===== config.mk =====
export PLATFORM = sky130hd
export DESIGN_NAME = rank_index_unit
export DESIGN_NICKNAME = d
export VERILOG_FILES = /design/src/rtl/rank_pkg.sv /design/src/rtl/rank_query_stage.sv /design/src/rtl/rank_popcount.sv /design/src/rtl/rank_sum_stage.sv /design/src/rtl/rank_index_unit.sv
export SDC_FILE = /design/constraint.sdc
export NUM_CORES = 1
export LEC_CHECK = 0
export BUFFER_PORTS_ARGS = -buffer_cell sky130_fd_sc_hd__clkbuf_2
export CAP_MARGIN = 25
export CORE_MARGIN = 10
export CORE_UTILIZATION = 30
export DETAILED_ROUTE_END_ITERATION = 10
export PLACE_DENSITY = 0.6
export SLEW_MARGIN = 20
export SYNTH_ARGS = -nofsm -noshare
export SYNTH_HDL_FRONTEND = slang
export SYNTH_SLANG_ARGS = --single-unit

===== constraint.sdc =====
create_clock -name clk -period 8.2 [get_ports clk]
set_input_delay 0.82 -clock clk [delete_from_list [all_inputs] [get_ports clk]]
set_output_delay 0.82 -clock clk [all_outputs]
set_load 0.03 [all_outputs]

===== src/rtl/rank_pkg.sv =====
package rank_pkg;
  // Arithmetic helpers shared by the rank stages; chunk widths up to 64 bits.
  function automatic logic [6:0] count_ones(input logic [63:0] v);
    logic [6:0] n;
    n = '0;
    for (int i = 0; i < 64; i++) n = n + 7'(v[i]);
    return n;
  endfunction

  // Three-operand sum with a carry bit above the result width.
  function automatic logic [64:0] add3(input logic [63:0] a, input logic [63:0] b,
                                       input logic [63:0] c);
    return 65'(a) + 65'(b) + 65'(c);
  endfunction
endpackage


===== src/rtl/rank_query_stage.sv =====
module rank_query_stage #(
  parameter int POS_W    = 16,
  parameter int SEL_W    = 5,
  parameter int IDX_W    = 17,
  localparam int CHUNK_AW = POS_W - SEL_W
) (
  input  logic                clk,
  input  logic                rst_n,
  input  logic                q_valid,
  input  logic [POS_W-1:0]    q_pos,
  input  logic [IDX_W-1:0]    q_base,
  output logic                mem_rd_en,
  output logic [CHUNK_AW-1:0] mem_rd_addr,
  output logic                s1_valid,
  output logic [SEL_W-1:0]    s1_sel,
  output logic [IDX_W-1:0]    s1_base
);
  // Chunk number goes straight to the memories; bit select and base wait for the data.
  assign mem_rd_en   = q_valid;
  assign mem_rd_addr = q_pos[POS_W-1:SEL_W];

  always_ff @(posedge clk or negedge rst_n) begin
    if (!rst_n) begin
      s1_valid <= 1'b0;
      s1_sel   <= '0;
      s1_base  <= '0;
    end else begin
      s1_valid <= q_valid;
      if (q_valid) begin
        s1_sel  <= q_pos[SEL_W-1:0];
        s1_base <= q_base;
      end
    end
  end
endmodule


===== src/rtl/rank_popcount.sv =====
module rank_popcount #(
  parameter int CHUNK_W = 32,
  localparam int SEL_W  = $clog2(CHUNK_W),
  localparam int CNT_W  = $clog2(CHUNK_W + 1)
) (
  input  logic [CHUNK_W-1:0] chunk,
  input  logic [SEL_W-1:0]   sel,
  output logic [CNT_W-1:0]   cnt,
  output logic               bit_set
);
  logic [CHUNK_W-1:0] below;

  // Keep only the chunk bits strictly under the selected bit.
  for (genvar i = 0; i < CHUNK_W; i++) begin : g_mask
    assign below[i] = chunk[i] & (i < int'(sel));
  end

  assign cnt     = CNT_W'(rank_pkg::count_ones(64'(below)));
  assign bit_set = chunk[sel];
endmodule


===== src/rtl/rank_sum_stage.sv =====
module rank_sum_stage #(
  parameter int IDX_W = 17,
  parameter int CNT_W = 6
) (
  input  logic             clk,
  input  logic             rst_n,
  input  logic             s1_valid,
  input  logic [IDX_W-1:0] base,
  input  logic [IDX_W-1:0] offset,
  input  logic [CNT_W-1:0] cnt,
  input  logic             bit_set,
  output logic             res_valid,
  output logic [IDX_W-1:0] res_index,
  output logic             res_present
);
  logic [64:0]      full_sum;
  logic [IDX_W-1:0] sum;
  logic             sum_carry;

  assign full_sum  = rank_pkg::add3(64'(base), 64'(offset), 64'(cnt));
  assign sum       = full_sum[IDX_W-1:0];
  assign sum_carry = |full_sum[64:IDX_W];

  always_ff @(posedge clk or negedge rst_n) begin
    if (!rst_n) begin
      res_valid   <= 1'b0;
      res_index   <= '0;
      res_present <= 1'b0;
    end else begin
      res_valid <= s1_valid;
      if (s1_valid) begin
        res_index   <= sum;
        res_present <= bit_set;
      end
    end
  end

  // legal inputs never wrap the index.
  a_r8_no_overflow: assert property (@(posedge clk) disable iff (!rst_n)
    s1_valid |-> !sum_carry);
endmodule


===== src/rtl/rank_index_unit.sv =====
module rank_index_unit #(
  parameter int CHUNK_W    = 32,
  parameter int NUM_CHUNKS = 2048,
  localparam int SEL_W     = $clog2(CHUNK_W),
  localparam int CHUNK_AW  = $clog2(NUM_CHUNKS),
  localparam int POS_W     = CHUNK_AW + SEL_W,
  localparam int CNT_W     = $clog2(CHUNK_W + 1),
  localparam int IDX_W     = $clog2(NUM_CHUNKS * CHUNK_W + 1)
) (
  input  logic                clk,
  input  logic                rst_n,
  input  logic                q_valid,
  input  logic [POS_W-1:0]    q_pos,
  input  logic [IDX_W-1:0]    q_base,
  output logic                mem_rd_en,
  output logic [CHUNK_AW-1:0] mem_rd_addr,
  input  logic [CHUNK_W-1:0]  rd_chunk,
  input  logic [IDX_W-1:0]    rd_offset,
  output logic                res_valid,
  output logic [IDX_W-1:0]    res_index,
  output logic                res_present
);
  logic             s1_valid;
  logic [SEL_W-1:0] s1_sel;
  logic [IDX_W-1:0] s1_base;
  logic [CNT_W-1:0] pc_cnt;
  logic             pc_bit;

  rank_query_stage #(.POS_W(POS_W), .SEL_W(SEL_W), .IDX_W(IDX_W)) u_query (
    .clk(clk), .rst_n(rst_n), .q_valid(q_valid), .q_pos(q_pos), .q_base(q_base),
    .mem_rd_en(mem_rd_en), .mem_rd_addr(mem_rd_addr),
    .s1_valid(s1_valid), .s1_sel(s1_sel), .s1_base(s1_base));

  rank_popcount #(.CHUNK_W(CHUNK_W)) u_pop (
    .chunk(rd_chunk), .sel(s1_sel), .cnt(pc_cnt), .bit_set(pc_bit));

  rank_sum_stage #(.IDX_W(IDX_W), .CNT_W(CNT_W)) u_sum (
    .clk(clk), .rst_n(rst_n), .s1_valid(s1_valid), .base(s1_base),
    .offset(rd_offset), .cnt(pc_cnt), .bit_set(pc_bit),
    .res_valid(res_valid), .res_index(res_index), .res_present(res_present));

  // each query gives one result two cycles later, and nothing else does.
  a_r5_result_follows: assert property (@(posedge clk) disable iff (!rst_n)
    q_valid |-> ##2 res_valid);
  a_r5_no_spurious: assert property (@(posedge clk) disable iff (!rst_n)
    !q_valid |-> ##2 !res_valid);

  // the in-chunk count covers only bits under the selected bit.
  a_r3_count_bounded: assert property (@(posedge clk) disable iff (!rst_n)
    s1_valid |-> (CNT_W'(pc_cnt) <= CNT_W'(s1_sel)));
  a_r3_bit0_zero: assert property (@(posedge clk) disable iff (!rst_n)
    (s1_valid && s1_sel == '0) |-> (pc_cnt == '0));

  // idle cycles leave the outputs untouched.
  a_r6_hold: assert property (@(posedge clk) disable iff (!rst_n)
    !s1_valid |=> (!res_valid && $stable(res_index) && $stable(res_present)));
endmodule


; ---- Word-level counts from Yosys, hierarchy flattened
; Cells that the tools add are included.
; Widths: inputs -> output; s select.
[classes]
mux = 2
n_eq_ne = 0
addsub = 32
n_mul = 0
n_lt_le_gt_ge = 32
div_mod_pow = 0
shifts = 0
n_reduce_logical = 0
bitwise = 31
[ops]
columns = cell, count
row1 = $add 6x1->6, 29
row2 = $lt 5x5->1 const A, 15
row3 = $lt 4x5->1 const A, 8
row4 = $and 1x1->1, 31
row5 = $lt 3x5->1 const A, 4
row6 = $add 17x17->17, 1
row7 = $add 17x6->17, 1
row8 = $lt 1x5->1 const A, 2
row9 = $lt 2x5->1 const A, 2
row10 = $lt 5x6->1 const B, 1
row11 = $bmux 1 s5, 1
row12 = $add 1x1->2, 1
row13 = $mux 1, 1
[totals]
mem_bits_ro = 0
latchBits = 0
output_inout_bits = 31
inputBits = 85
register_bits = 42
ramBits = 0
elab_cells = 103
n_memories = 0

; ---- Longest topological paths before layout
[logic_depth]
word_depth = 33
depth_mapped = 29

; ---- By module
; Synthesis repeated with hierarchy kept, for this count alone.
[unflattened]
hier_cells = 377
hier_area_um2 = 4010.1
[by_module_without_submodules]
columns = mod, cells_per_inst, instances, area_per_inst_um2, seq_area_each_um2
row1 = rank_sum_stage, 155, 1, 1704.1, 475.5
row2 = rank_popcount, 163, 1, 1370.1, 0.0
row3 = rank_query_stage, 59, 1, 935.9, 575.6

; ---- Worst setup path after synthesis
; Ideal clock, no wire load.
[synth_path]
path_type = reg-to-reg
from = register u_query.s1_sel[3]
to = register u_sum.res_index[11]
synth_period_minus_slack_ns = 7.489
setup_slack_ns = 0.711
required_time_ns = 8.075
arrival_time_ns = 7.364
path_stages_with_launch = 27
n_path_buf = 1
setup_time_ns = 0.125
path_cell_list = dfrtp_1 -> or2_2 -> clkbuf_1 -> o31a_1 -> ha_1 -> inv_1 -> fa_1 -> fa_1 -> fa_1 -> fa_1 -> fa_1 -> fa_1 -> inv_1 -> ha_1 -> inv_1 -> fa_1 -> fa_1 -> inv_1 -> ha_1 -> inv_1 -> fa_1 -> nor2b_2 -> o211ai_2 -> a31oi_2 -> a41oi_2 -> xnor2_1 -> mux2_2
[synth_between]
elab_chain_cells = 33
elab_cells_between_ends = 93
[synth_rtl]
columns = item, line
row1 = from (decl), rank_query_stage.sv:15  ; output logic [SEL_W-1:0] s1_sel,
row2 = from (signal assigned), rank_query_stage.sv:30  ; s1_sel <= q_pos[SEL_W-1:0];
row3 = $lt 1x5->1, rank_popcount.sv:15  ; assign below[i] = chunk[i] & (i < int'(sel));
row4 = $and 1x1->1, rank_popcount.sv:15
row5 = $add 1x1->2, rank_pkg.sv:6  ; for (int i = 0; i < 64; i++) n = n + 7'(v[i]);
row6 = $add 6x1->6 (28 in a row), rank_pkg.sv:6
row7 = $add 6x1->6 *, rank_pkg.sv:6
row8 = $add 17x6->17 *, rank_pkg.sv:13  ; return 65'(a) + 65'(b) + 65'(c);
row9 = to (signal assigned), rank_sum_stage.sv:32  ; res_index <= sum;
row10 = to (decl), rank_sum_stage.sv:13  ; output logic [IDX_W-1:0] res_index,
; Mark *: on every way between the ends. The rest lies on a longest branch, timed or not.
; A chain may end at the register's enable or synchronous reset.

; ---- Worst setup path in the final report
[layout_path]
from = register u_query.s1_sel[1]
to = register u_sum.res_index[11]
; The elaborated chain is that of the path after synthesis.

==> results.sh <==
export IMPL_powerDensity_nw_per_um2=544
export IMPL_reg2regPathDepth=26
export IMPL_worstPathArrival_ns=7.93
export IMPL_synth_nets=525
export IMPL_cts_tree="built"
export IMPL_drc_errors=0
export IMPL_maxSlewHeadroom_pct=44.7
export IMPL_clock_root_buffer="clkbuf_16"
export IMPL_maxCapViolCount=0
export IMPL_ant_nets=0
export IMPL_synth_adder_area_share_pct=25.6
export IMPL_grt_remaining_overflow=0
export IMPL_insertion_delay_ns=0.28
export IMPL_areaGrowthSynthToFinish_pct=19.9
export IMPL_synthXorXnorAreaFrac_pct=3.28
export IMPL_synthCells=376
export IMPL_htreeDepth=2
export IMPL_critPathKind="flip-flop to flip-flop"
export IMPL_synth_top_family_by_area="adder cells"
export IMPL_final_core_util_pct=36.5
export IMPL_pin_count=116
export IMPL_ys_top_cells_by_area="dfrtp_1 (26%), fa_1 (15%), ha_1 (11%)"
export IMPL_via_per_inst=4.87
export IMPL_min_to="u_sum.res_index[9]"
export IMPL_use_met2_pct=20.0
export IMPL_rsz0062_at_grt="yes"
export IMPL_post_cts_resized=0
export IMPL_irDropWorstVdd_v=0.000460
export IMPL_yosysSeqAreaShare_pct=26.2
export IMPL_wl_per_cell_um=16.7
export IMPL_path_common_cell="fa_1"
export IMPL_clk_pin_slew_ns=0.06
export IMPL_critPathMaxFanout=10
export IMPL_yosys_top_cells_count="inv_1 (43), dfrtp_1 (42), ha_1 (34)"
export IMPL_use_met3_pct=2.74
export IMPL_dpl_hpwl_um=8870
export IMPL_synth_flop_cell="dfrtp_1"
export IMPL_yosysMostFrequentCell="inv_1"
export IMPL_slowest_stage="dfrtp_1"
export IMPL_ys_ff_latch=42
export IMPL_async_reset_ff_share_pct=100
export IMPL_max_freq_mhz=129
export IMPL_worst_pin_slew_ns=0.829
export IMPL_p_total_uw=2620
export IMPL_setup_viol=0
export IMPL_hold_path_depth=1
export IMPL_clk_path_buf_depth=2
export IMPL_cts_sinks=42
export IMPL_syn_mean_instance_area_sq_um=10.7
export IMPL_die_x_um=136
export IMPL_gp_congestion=0.910
export IMPL_n_fill_cell=1289
export IMPL_initial_utilization_pct=30.4
export IMPL_crit_reg2reg_launch="u_query.s1_sel[1]"
export IMPL_synth_distinct_cells=56
export IMPL_finalHoldViolations=0
export IMPL_groute_usage_overall_pct=11.7
export IMPL_die_y_um=136
export IMPL_wl_um=10500
export IMPL_first_pass_iters=4
export IMPL_end_kind="flip-flop"
export IMPL_synth_top_area_share_pct=26.2
export IMPL_core_area_sq_um=13200
export IMPL_num_vias=3068
export IMPL_dieArea_sq_um=18400
export IMPL_p_leak_uw=0.00233
export IMPL_synth_compound_area_share_pct=15.2
export IMPL_grt_util_met1_pct=14.7
export IMPL_post_cts_setup_buffers=0
export IMPL_rrSetupSlack_ns=0.43
export IMPL_grt_pass1_vias=3470
export IMPL_synth_simple_area_share_pct=7.52
export IMPL_cts_buffers=5
export IMPL_drive_gt1_share_pct=35.9
export IMPL_skew_ns=0.00441
export IMPL_synth_area_sq_um=4010
export IMPL_insertedDiodeCount=0
export IMPL_slowest_delay_ns=0.63
export IMPL_rows=42
export IMPL_slew_viol_final=0
export IMPL_min_from="u_sum.res_index[9]"
export IMPL_hp_class="flip-flop to flip-flop"
export IMPL_grt_start_max_net_pins=26
export IMPL_antenna_found_initial=0
export IMPL_io_buffer_count=93
export IMPL_start_kind="flip-flop"
export IMPL_synth_edf_count=0
export IMPL_crit_required_ns=8.36
export IMPL_fin_nets=602
export IMPL_grt_pass1_wl_um=17700
export IMPL_reg2reg_to="u_sum.res_index[11]"
export IMPL_period_share_pct=94.8
export IMPL_ctsHoldBuffers=0
export IMPL_drt_iter0_markers=144
export IMPL_min_period_ns=7.77
export IMPL_synth_top_cell_by_area="dfrtp_1"
export IMPL_yosys_warnings=0
export IMPL_busiest_layer="met2"
export IMPL_synthMuxAreaShare_pct=14.0
export IMPL_outcome="finished clean"
## cells in the final DEF, fill, tap and decap left out, drive strengths merged, types with 4 or more instances in the layout
master,Yosys,layout
nor2b,8,8
xnor2,10,10
dfrtp,42,42
nand3,6,6
buf,18,6
nand4,4,4
and3,4,4
inv,43,43
clkbuf,11,99
a21oi,16,16
o311ai,5,5
a21o,4,4
mux4,8,8
nor2,9,9
ha,34,34
o211ai,6,6
a22oi,4,4
nand2,18,18
and2,6,6
o21ai,19,19
fa,30,30
o21a,5,5
mux2,32,32
xor2,5,5
## routing by layer
metal  vias up  part of all wire [%]
met2       102                    51
li1       1463                     -
met3        10                   5.4
met1      1493                    42
met4         0                   1.2
met5         -                     0
## worst max path at each step
stage	startpoint	end	slack (ns)	cells past startpoint
global placement	u_query.s1_sel[1]	u_sum.res_index[11]	0.34	25
global route	u_query.s1_sel[4]	u_sum.res_index[11]	-0.03	26
CTS	u_query.s1_sel[1]	u_sum.res_index[11]	0.28	25
detailed placement	u_query.s1_sel[1]	u_sum.res_index[11]	0.35	25
finish	u_query.s1_sel[1]	u_sum.res_index[11]	0.43	26
floorplan	u_query.s1_sel[3]	u_sum.res_index[11]	0.71	26
## where the power goes
part / total, uW / internal, uW / switching, uW / leakage (uW)
logic: 2040 / 951 / 1090 / 0.00174
registers: 318 / 276 / 42.5 / 0.000492
clock network: 261 / 183 / 78.5 / 0.0000971
## registers in the layout, summed over array words and instances (netlist names)
signal / flops
u_sum.res_index: 17
u_sum.res_present: 1
u_query.s1_base: 17
u_sum.res_valid: 1
u_query.s1_sel: 5
u_query.s1_valid: 1
## per-stage QoR
| step | worst slack [ns] | instances | cell area, sq um | hold slack, ns | TNS (ns) |
|---|---|---|---|---|---|
| after floorplan | 0.711 | 376 | 4010 | 0.388 | 0 |
| final | 0.429 | 630 | 4810 | 0.507 | 0 |
| after detailed placement | 0.349 | 622 | 4600 | 0.497 | 0 |
| after global placement | 0.341 | 621 | 4570 | 0.494 | 0 |
| after global routing | -0.0299 | 630 | 4810 | 0.524 | -0.0299 |
| after CTS | 0.283 | 630 | 4800 | 0.511 | 0 |
## worst max-delay path, delay by kind of cell (launching register included)
kind,cells,cell delay (ns)
and+or+nand+nor,3,0.72
buffers and inverters,6,0.36
AOI/OAI and AO/OA,4,0.77
xor gates and xnor gates,1,0.14
muxes,1,0.27
adders and majority gates,11,4.76
DFF,1,0.63
## cell families (layout without fill, tap and decap cells)
family / count (synthesis) / after routing
AOI/OAI and AO/OA: 81 / 81
xor gates and xnor gates: 15 / 15
adders and majority gates: 64 / 64
buffers and inverters: 73 / 151
DFF: 42 / 42
muxes: 42 / 42
and+or+nand+nor: 59 / 59
## final cells by class
cell class                      instances  area (sq um)  area share (%)
Multi-Input combinational cell        261          2640            55.0
Sequential cell                        42          1050            21.9
Timing Repair Buffer                   99           531            11.0
Tap cell                              176           220            4.58
Inverter                               44           165            3.43
Clock buffer                            6           139            2.89
Clock inverter                          2          60.1            1.25
(Power assumes the default switching activity.)
